**config.mk**
```make
export PLATFORM = sky130hd
export DESIGN_NAME = rxadm_ctrl
export DESIGN_NICKNAME = d
export VERILOG_FILES = /design/src/rtl/rxadm_pkg.sv /design/src/rtl/rxadm_wm_cmp.sv /design/src/rtl/rxadm_grace.sv /design/src/rtl/rxadm_drop_ctr.sv /design/src/rtl/rxadm_ctrl.sv
export SDC_FILE = /design/constraint.sdc
export NUM_CORES = 1
export LEC_CHECK = 0
export ABC_AREA = 1
export CORE_ASPECT_RATIO = 1.4
export CORE_UTILIZATION = 37
export DETAILED_ROUTE_END_ITERATION = 8
export GPL_TIMING_DRIVEN = 1
export PLACE_DENSITY_LB_ADDON = 0.08
export SETUP_SLACK_MARGIN = 0.05
export SYNTH_ARGS = -nofsm -noshare
export SYNTH_HDL_FRONTEND = slang
export SYNTH_SLANG_ARGS = --single-unit
```
**constraint.sdc**
```tcl
create_clock -name clk -period 1.7 [get_ports clk]
set_input_delay 0.17 -clock clk [delete_from_list [all_inputs] [get_ports clk]]
set_output_delay 0.17 -clock clk [all_outputs]
set_load 0.02 [all_outputs]
```
**src/rtl/rxadm_pkg.sv**
```systemverilog
package rxadm_pkg;
  // Watermark events seen in one cycle
  typedef struct packed {
    logic recover;  // free count at or above the upper threshold
    logic low_hit;  // free count at or below the lower threshold
  } wm_ev_t;
endpackage

```
**src/rtl/rxadm_wm_cmp.sv**
```systemverilog
module rxadm_wm_cmp
  import rxadm_pkg::*;
#(
  parameter int FW = 12
) (
  input  logic [FW-1:0] free_cnt_i,
  input  logic [FW-1:0] low_thr_i,
  input  logic [FW-1:0] high_thr_i,
  output wm_ev_t        ev_o
);
  function automatic logic below_or_at(input logic [FW-1:0] f, input logic [FW-1:0] t);
    return f <= t;
  endfunction

  function automatic logic above_or_at(input logic [FW-1:0] f, input logic [FW-1:0] t);
    return f >= t;
  endfunction

  always_comb begin
    ev_o.low_hit = below_or_at(free_cnt_i, low_thr_i);
    ev_o.recover = above_or_at(free_cnt_i, high_thr_i);
  end
endmodule

```
**src/rtl/rxadm_grace.sv**
```systemverilog
module rxadm_grace
  import rxadm_pkg::*;
#(
  parameter int GW = 16
) (
  input  logic          clk,
  input  logic          rst_n,
  input  wm_ev_t        ev_i,
  input  logic          frm_start_i,
  input  logic          frm_good_i,
  input  logic [GW-1:0] max_frames_i,
  output logic          admit_now_o,
  output logic          exhausted_o
);
  logic          low_q;
  logic [GW-1:0] grace_q;
  logic          eff_low;
  logic          room;
  logic          take_grace;

  function automatic logic has_room(input logic [GW-1:0] used, input logic [GW-1:0] lim);
    return used < lim;
  endfunction

  // Recovery outranks the low condition in the same cycle
  assign eff_low     = !ev_i.recover && (low_q || ev_i.low_hit);
  assign room        = has_room(grace_q, max_frames_i);
  assign admit_now_o = !eff_low || room;
  assign take_grace  = frm_start_i && frm_good_i && eff_low && room;
  assign exhausted_o = low_q && !room;

  always_ff @(posedge clk or negedge rst_n) begin
    if (!rst_n) begin
      low_q   <= 1'b0;
      grace_q <= '0;
    end else if (ev_i.recover) begin
      low_q   <= 1'b0;
      grace_q <= '0;
    end else begin
      if (ev_i.low_hit) low_q <= 1'b1;
      if (take_grace)   grace_q <= grace_q + 1'b1;
    end
  end

  // the allowance moves only on a good frame (or is cleared on recovery)
  p_grace_step_r6: assert property (@(posedge clk) disable iff (!rst_n)
    !(frm_start_i && frm_good_i) && !ev_i.recover |=> $stable(grace_q));

  // zero allowance refuses a frame arriving on the low edge
  p_zero_drop_r5: assert property (@(posedge clk) disable iff (!rst_n)
    (ev_i.low_hit && !ev_i.recover && max_frames_i == '0) |-> !admit_now_o);

  // recovery clears the episode by the next cycle
  p_recover_clr_r7: assert property (@(posedge clk) disable iff (!rst_n)
    ev_i.recover |=> (!low_q && grace_q == '0));
endmodule

```
**src/rtl/rxadm_drop_ctr.sv**
```systemverilog
module rxadm_drop_ctr #(
  parameter int CNTW = 16
) (
  input  logic            clk,
  input  logic            rst_n,
  input  logic            inc_i,
  output logic [CNTW-1:0] cnt_o
);
  function automatic logic [CNTW-1:0] sat_inc(input logic [CNTW-1:0] v);
    return (&v) ? v : v + 1'b1;
  endfunction

  always_ff @(posedge clk or negedge rst_n) begin
    if (!rst_n)     cnt_o <= '0;
    else if (inc_i) cnt_o <= sat_inc(cnt_o);
  end

  // a full counter never wraps
  p_sat_hold_r9: assert property (@(posedge clk) disable iff (!rst_n)
    (&cnt_o) |=> (&cnt_o));

  // one step per refusal
  p_step_r9: assert property (@(posedge clk) disable iff (!rst_n)
    (inc_i && !(&cnt_o)) |=> cnt_o == $past(cnt_o) + 1'b1);
endmodule

```
**src/rtl/rxadm_ctrl.sv**
```systemverilog
module rxadm_ctrl
  import rxadm_pkg::*;
#(
  parameter int FW   = 12,
  parameter int GW   = 16,
  parameter int CNTW = 16
) (
  input  logic            clk,
  input  logic            rst_n,
  input  logic [FW-1:0]   free_cnt_i,
  input  logic [FW-1:0]   low_thr_i,
  input  logic [FW-1:0]   high_thr_i,
  input  logic            frm_start_i,
  input  logic            frm_good_i,
  input  logic [GW-1:0]   max_frames_i,
  output logic            admit_o,
  output logic            dec_vld_o,
  output logic            drop_state_o,
  output logic [CNTW-1:0] drop_cnt_o
);
  wm_ev_t wm_ev;
  logic   admit_now;
  logic   refuse_evt;

  rxadm_wm_cmp #(.FW(FW)) u_cmp (
    .free_cnt_i (free_cnt_i),
    .low_thr_i  (low_thr_i),
    .high_thr_i (high_thr_i),
    .ev_o       (wm_ev)
  );

  rxadm_grace #(.GW(GW)) u_grace (
    .clk          (clk),
    .rst_n        (rst_n),
    .ev_i         (wm_ev),
    .frm_start_i  (frm_start_i),
    .frm_good_i   (frm_good_i),
    .max_frames_i (max_frames_i),
    .admit_now_o  (admit_now),
    .exhausted_o  (drop_state_o)
  );

  assign refuse_evt = frm_start_i && !admit_now;

  rxadm_drop_ctr #(.CNTW(CNTW)) u_dctr (
    .clk   (clk),
    .rst_n (rst_n),
    .inc_i (refuse_evt),
    .cnt_o (drop_cnt_o)
  );

  always_ff @(posedge clk or negedge rst_n) begin
    if (!rst_n) begin
      admit_o   <= 1'b0;
      dec_vld_o <= 1'b0;
    end else begin
      dec_vld_o <= frm_start_i;
      if (frm_start_i) admit_o <= admit_now;
    end
  end

  // verdict held between frame starts
  p_hold_r8: assert property (@(posedge clk) disable iff (!rst_n)
    !frm_start_i |=> $stable(admit_o));

  // a valid pulse follows every frame start
  p_vld_r2: assert property (@(posedge clk) disable iff (!rst_n)
    frm_start_i |=> dec_vld_o);

  // a frame starting on recovery is admitted
  p_recover_admit_r7: assert property (@(posedge clk) disable iff (!rst_n)
    (frm_start_i && free_cnt_i >= high_thr_i) |=> admit_o);

  // drop state released after recovery
  p_recover_state_r7: assert property (@(posedge clk) disable iff (!rst_n)
    (free_cnt_i >= high_thr_i) |=> !drop_state_o);
endmodule

```
Word level (Yosys, flattened, before mapping):

Cells that the tools add are included.

* word-level logic and storage cells: 31
* register bits: 35
* bits of input ports: 56
* output and inout bits: 19

* magnitude comparators: 3
* bitwise gates (word level): 1
* reduce and logical (&&, ||, !) cells: 16
* muxes and demuxes: 4
* add/subtract/negate cells: 2

Operator list (number)
* $add A16 B1 Y16 const B: 2
* $mux W16: 2
* $lt A16 B16 Y1: 1
* $reduce_and A16 Y1: 1
* $ge A12 B12 Y1: 1
* $le A12 B12 Y1: 1
* $logic_and A1 B1 Y1: 6
* $logic_not A1 Y1: 4
* $reduce_bool A2 Y1: 2
* $logic_or A1 B1 Y1: 2
* $mux W1: 2
* $reduce_and A2 Y1: 1
* $not A1 Y1: 1

Depth between registers and ports, before layout:

* depth in word-level cells: 8
* gate-level depth with buffers: 15

Hierarchy:

From an unflattened synthesis, not the netlist that was laid out.

* cell total of the unflattened synthesis: 494
* area total of the unflattened synthesis: 3440.8 µm²

Modules (own cells, without submodules)
* rxadm_grace: cells each 221, area an instance 1630.3 µm², times used 1
* rxadm_drop_ctr: cells each 158, area an instance 1052.3 µm², times used 1
* rxadm_wm_cmp: cells each 108, area an instance 689.4 µm², times used 1
* rxadm_ctrl: cells each 7, area an instance 68.8 µm², times used 1

Worst setup path before layout:

Ideal clock, no wire load.

* path kind: reg-to-reg
* start point: register u_dctr.cnt_o[0]
* end point: register u_dctr.cnt_o[5]
* path buffers: 1
* stages on the path, launching flop included: 10
* setup time: 0.118 ns
* clock period less this slack: 1.739 ns
* path slack: -0.039 ns
* data required time: 1.582 ns
* arrival: 1.621 ns
* cell sequence: dfrtp_1 -> ha_1 -> nand3_1 -> inv_2 -> nand3_2 -> nor2_2 -> nand3_2 -> buf_2 -> nand4_1 -> nand2_1

* cells in the longest elaborated chain, start to end: 3
* elaborated cells between the ends (all ways): 4

RTL lines
* start, declared: line rxadm_drop_ctr.sv:7 `output logic [CNTW-1:0] cnt_o`
* start signal, assigned: line rxadm_drop_ctr.sv:15 `else if (inc_i) cnt_o <= sat_inc(cnt_o);`
* branches (longest 3 deep; another with $add A16 B1 Y16)

Parallel ways; which one is timed is not known.
A chain may end at the register's enable or synchronous reset.

Final worst setup path:

* start point: input port max_frames_i[15]
* end point: register u_grace.grace_q[12]

* cells in the longest elaborated chain, start to end: 3

RTL lines
* start, declared: line rxadm_ctrl.sv:15 `input logic [GW-1:0] max_frames_i,`
* $lt A16 B16 Y1: line rxadm_grace.sv:22 `return used < lim;`
* $logic_and A1 B1 Y1: line rxadm_grace.sv:29 `assign take_grace = frm_start_i && frm_good_i && eff_low && room;`
* $reduce_bool A2 Y1 (no source line)
* end signal, assigned: line rxadm_grace.sv:41 `if (take_grace) grace_q <= grace_q + 1'b1;`
* end, declared: line rxadm_grace.sv:16 `logic [GW-1:0] grace_q;`

Every way passes these cells.

==> impl_metrics.json <==
{
  "status": "finished with violations",
  "violations": "negative setup slack",
  "coreArea_um2": 8560,
  "grt_util_all_layers": 0.200,
  "syn-instance-count": 460,
  "place_area_um2": 4460,
  "layout.area.seq_um2": 878,
  "tightest_slew_ns": 0.585,
  "synthSimpleGateAreaFrac": 0.345,
  "slowest_delay_ns": 0.46,
  "synthMuxAreaShare": 0,
  "clk_latency_ns": 0.28,
  "cts.path.max_buffers": 2,
  "drc": 0,
  "skew_ns": 0.00597,
  "synthTopCellsByArea": "dfrtp_1 (27%), ha_1 (16%), nand2_1 (14%), inv_1 (8.7%), nand4_1 (5.2%)",
  "netlist_area_um2": 3240,
  "pwr-share-seq": 0.299,
  "rrSetupSlack_ns": -0.24,
  "worstPathCellList": "clkdlybuf4s50_1, inv_1, ha_4, a21oi_1, o21ai_1, buf_4, nor2_4, buf_6, nand4_1, buf_6, buf_8, nor2_4, nand2_1, nand2_1",
  "start_kind": "input pin",
  "cts_root_buf": "clkbuf_16",
  "synth_ff_type": "dfrtp_1",
  "numCtsBuffers": 5,
  "clkPwrFrac": 0.408,
  "vias": 3469,
  "critPathKind": "input pin to flop",
  "post_layout_nonfiller_instances": 706,
  "cp_max_fo": 6,
  "peakVddDrop_uv": 361,
  "syn_avg_cell_area_um2": 7.04,
  "die_area_um2": 9140,
  "place_congestion": 0.889,
  "start_util": 0.379,
  "ys_ff_latch": 35,
  "first_global_vias": 3388,
  "rsz0062_at_grt": "true",
  "synth-xor-area-share": 0.0649,
  "fin_crit_ns": 1.94,
  "yosysMostFrequentCell": "nand2_1",
  "grt_max_degree": 18,
  "synthArstFlopShare": 1.00,
  "cap_violations": 0,
  "hold_viol": 0,
  "timing.rr.start": "u_grace.grace_q[14]",
  "power_density_nw_per_um2": 545,
  "ys_warn_count": 0,
  "fin_nets": 697,
  "fin_ws_ns": -0.243,
  "cts-htree-levels": 2,
  "crit_buf_inv": 6,
  "rows": 40,
  "synth_common_cells": "nand2_1 (124), inv_1 (75), ha_1 (41)",
  "reg2regPathDepth": 10,
  "cts_sinks": 35,
  "syn2layout_area_growth_pct": 65.9,
  "fin_crit_sh": 1.14,
  "antenna_cells": 0,
  "leakagePower_nw": 2.72,
  "clock.fmax_ghz": 0.515,
  "drive_above_1_share": 0.303,
  "p_int_mw": 2.14,
  "cts_tree": "yes",
  "multi_input_area_um2": 2510,
  "ios": 75,
  "worstReg2RegEnd": "u_dctr.cnt_o[13]",
  "hold_class": "input pin to asynchronous set/reset pin",
  "yosysTopAreaCell": "dfrtp_1",
  "die_w_um": 81.1,
  "wirelength_um": 8980,
  "cp.arrival_ns": 2.16,
  "drtIter0Drc": 104,
  "setup.worst_path.end_class": "flop",
  "firstDrtPassIters": 5,
  "grt_pass1_wl_um": 14400,
  "synth_edf_count": 0,
  "hpwl_um": 6580,
  "dp.cells": 678,
  "cts_hold_buf": 0,
  "die_h_um": 113,
  "wl_per_cell_um": 12.7,
  "io_buffers": 74,
  "avgViaCountPerCell": 4.91,
  "max-slew-margin-rel": 0.609,
  "critPathTopFamily": "buffers and inverters",
  "yosys.area.top_type_share": 0.270,
  "setup_viol": 34,
  "finalMaxSlewViolations": 0,
  "fill_cells": 765,
  "stdcell_area_um2": 5380,
  "synthAdderAreaFrac": 0.158,
  "slowest_stage": "clkdlybuf4s50_1",
  "synth_nets": 557,
  "cp.required_ns": 1.92,
  "combPwrFrac": 0.294,
  "ant_nets": 0,
  "yosysSeqAreaShare": 0.270,
  "antenna_found_initial": 0,
  "synth_compound_area_frac": 0.0506,
  "clkTransAtPathRegs_ns": 0.06,
  "netSwitchingPower_mw": 0.796,
  "synth.distinct_cells": 28,
  "overflow": 0,
  "synth_top_family_by_area": "simple AND/OR/NAND/NOR gates",
  "switching_share": 0.271
}
[through the flow]
step / hold WS, ns / total power, mW / utilization / TNS (ns) / worst slack [ns]
finish: 0.258 / 2.93 / 0.628 / -6.95 / -0.243
global route: 0.302 / 3.08 / 0.628 / -10.61 / -0.364
CTS: 0.271 / 2.87 / 0.586 / -6.30 / -0.220
detailed placement: 0.510 / 1.53 / 0.521 / -20.06 / -0.693
global placement: 0.506 / 1.51 / 0.521 / -19.88 / -0.670
floorplan: -0.126 / 1.21 / - / -0.457 / -0.0296
[final cells by class]
class	count	area share
multi-input combinational	339	0.468
timing repair buffer	141	0.255
tap	105	0.0244
clock inverter	2	0.0112
inverter	78	0.0544
clock buffer	6	0.0240
sequential	35	0.163
[layout by cell type (no fill, tap or decap), drive strengths merged]
cell type / synthesis / final
a21o: 2 / 2
a21oi: 18 / 18
and3: 1 / 1
buf: 8 / 67
bufbuf: 0 / 1
bufinv: 0 / 2
clkbuf: 1 / 6
clkdlybuf4s50: 0 / 39
dfrtp: 35 / 35
dlygate4sd2: 0 / 25
dlymetal6s2s: 0 / 9
ha: 41 / 41
inv: 78 / 78
nand2: 127 / 127
nand3: 35 / 35
nand4: 28 / 29
nor2: 43 / 43
nor3: 7 / 7
nor4: 3 / 3
o21ai: 8 / 8
o21bai: 1 / 1
xnor2: 7 / 7
xor2: 17 / 17
[logic make-up after synthesis]
kind of cell               count (synthesis)
adders and majority gates                 41
DFF                                       35
buffers and inverters                     87
AOI/OAI and AO/OA                         29
xor gates and xnor gates                  24
and+or+nand+nor                          244
[power groups by stage]
stage	combinational (mW)	clock, mW	sequential [mW]
6_report	0.861	1.19	0.875
5_1_grt	0.947	1.25	0.877
4_1_cts	0.775	1.22	0.873
3_5_place_dp	0.639	0	0.888
3_3_place_gp	0.627	0	0.888
2_1_floorplan	0.295	0	0.911
[how the worst max path moves through the flow]
stage	startpoint	end	slack [ns]	cells after the start
floorplan	u_grace.grace_q[5]	u_grace.grace_q[10]	-0.03	10
detailed placement	max_frames_i[9]	drop_state_o	-0.69	10
CTS	u_grace.grace_q[5]	u_grace.grace_q[12]	-0.22	12
global route	max_frames_i[15]	u_grace.grace_q[12]	-0.36	14
global placement	max_frames_i[11]	drop_state_o	-0.67	10
finish	max_frames_i[15]	u_grace.grace_q[12]	-0.24	14
[registers in the layout, indices dropped and copies added, names as in the netlist]
name / cells
admit_o: 1
u_dctr.cnt_o: 16
dec_vld_o: 1
u_grace.grace_q: 16
u_grace.low_q: 1
[layer usage]
layer | vias up | global-route usage | routed length (um)
met2 | 55 | 0.384 | 4960
met1 | 1635 | 0.223 | 3630
li1 | 1767 | - | -
met5 | - | 0 | 0
met3 | 12 | 0.0258 | 244
met4 | 0 | 0.0512 | 143
[what timing repair did]
action / CTS / global route
buffers inserted: 7 / 8
resized for setup: 89 / 68
endpoints found under the setup margin: 35 / 36
pin swaps: 43 / 22
gates cloned: 2 / 3
endpoints found under the hold margin: 0 / 0
Note: power is estimated with default switching activity, not from simulation.
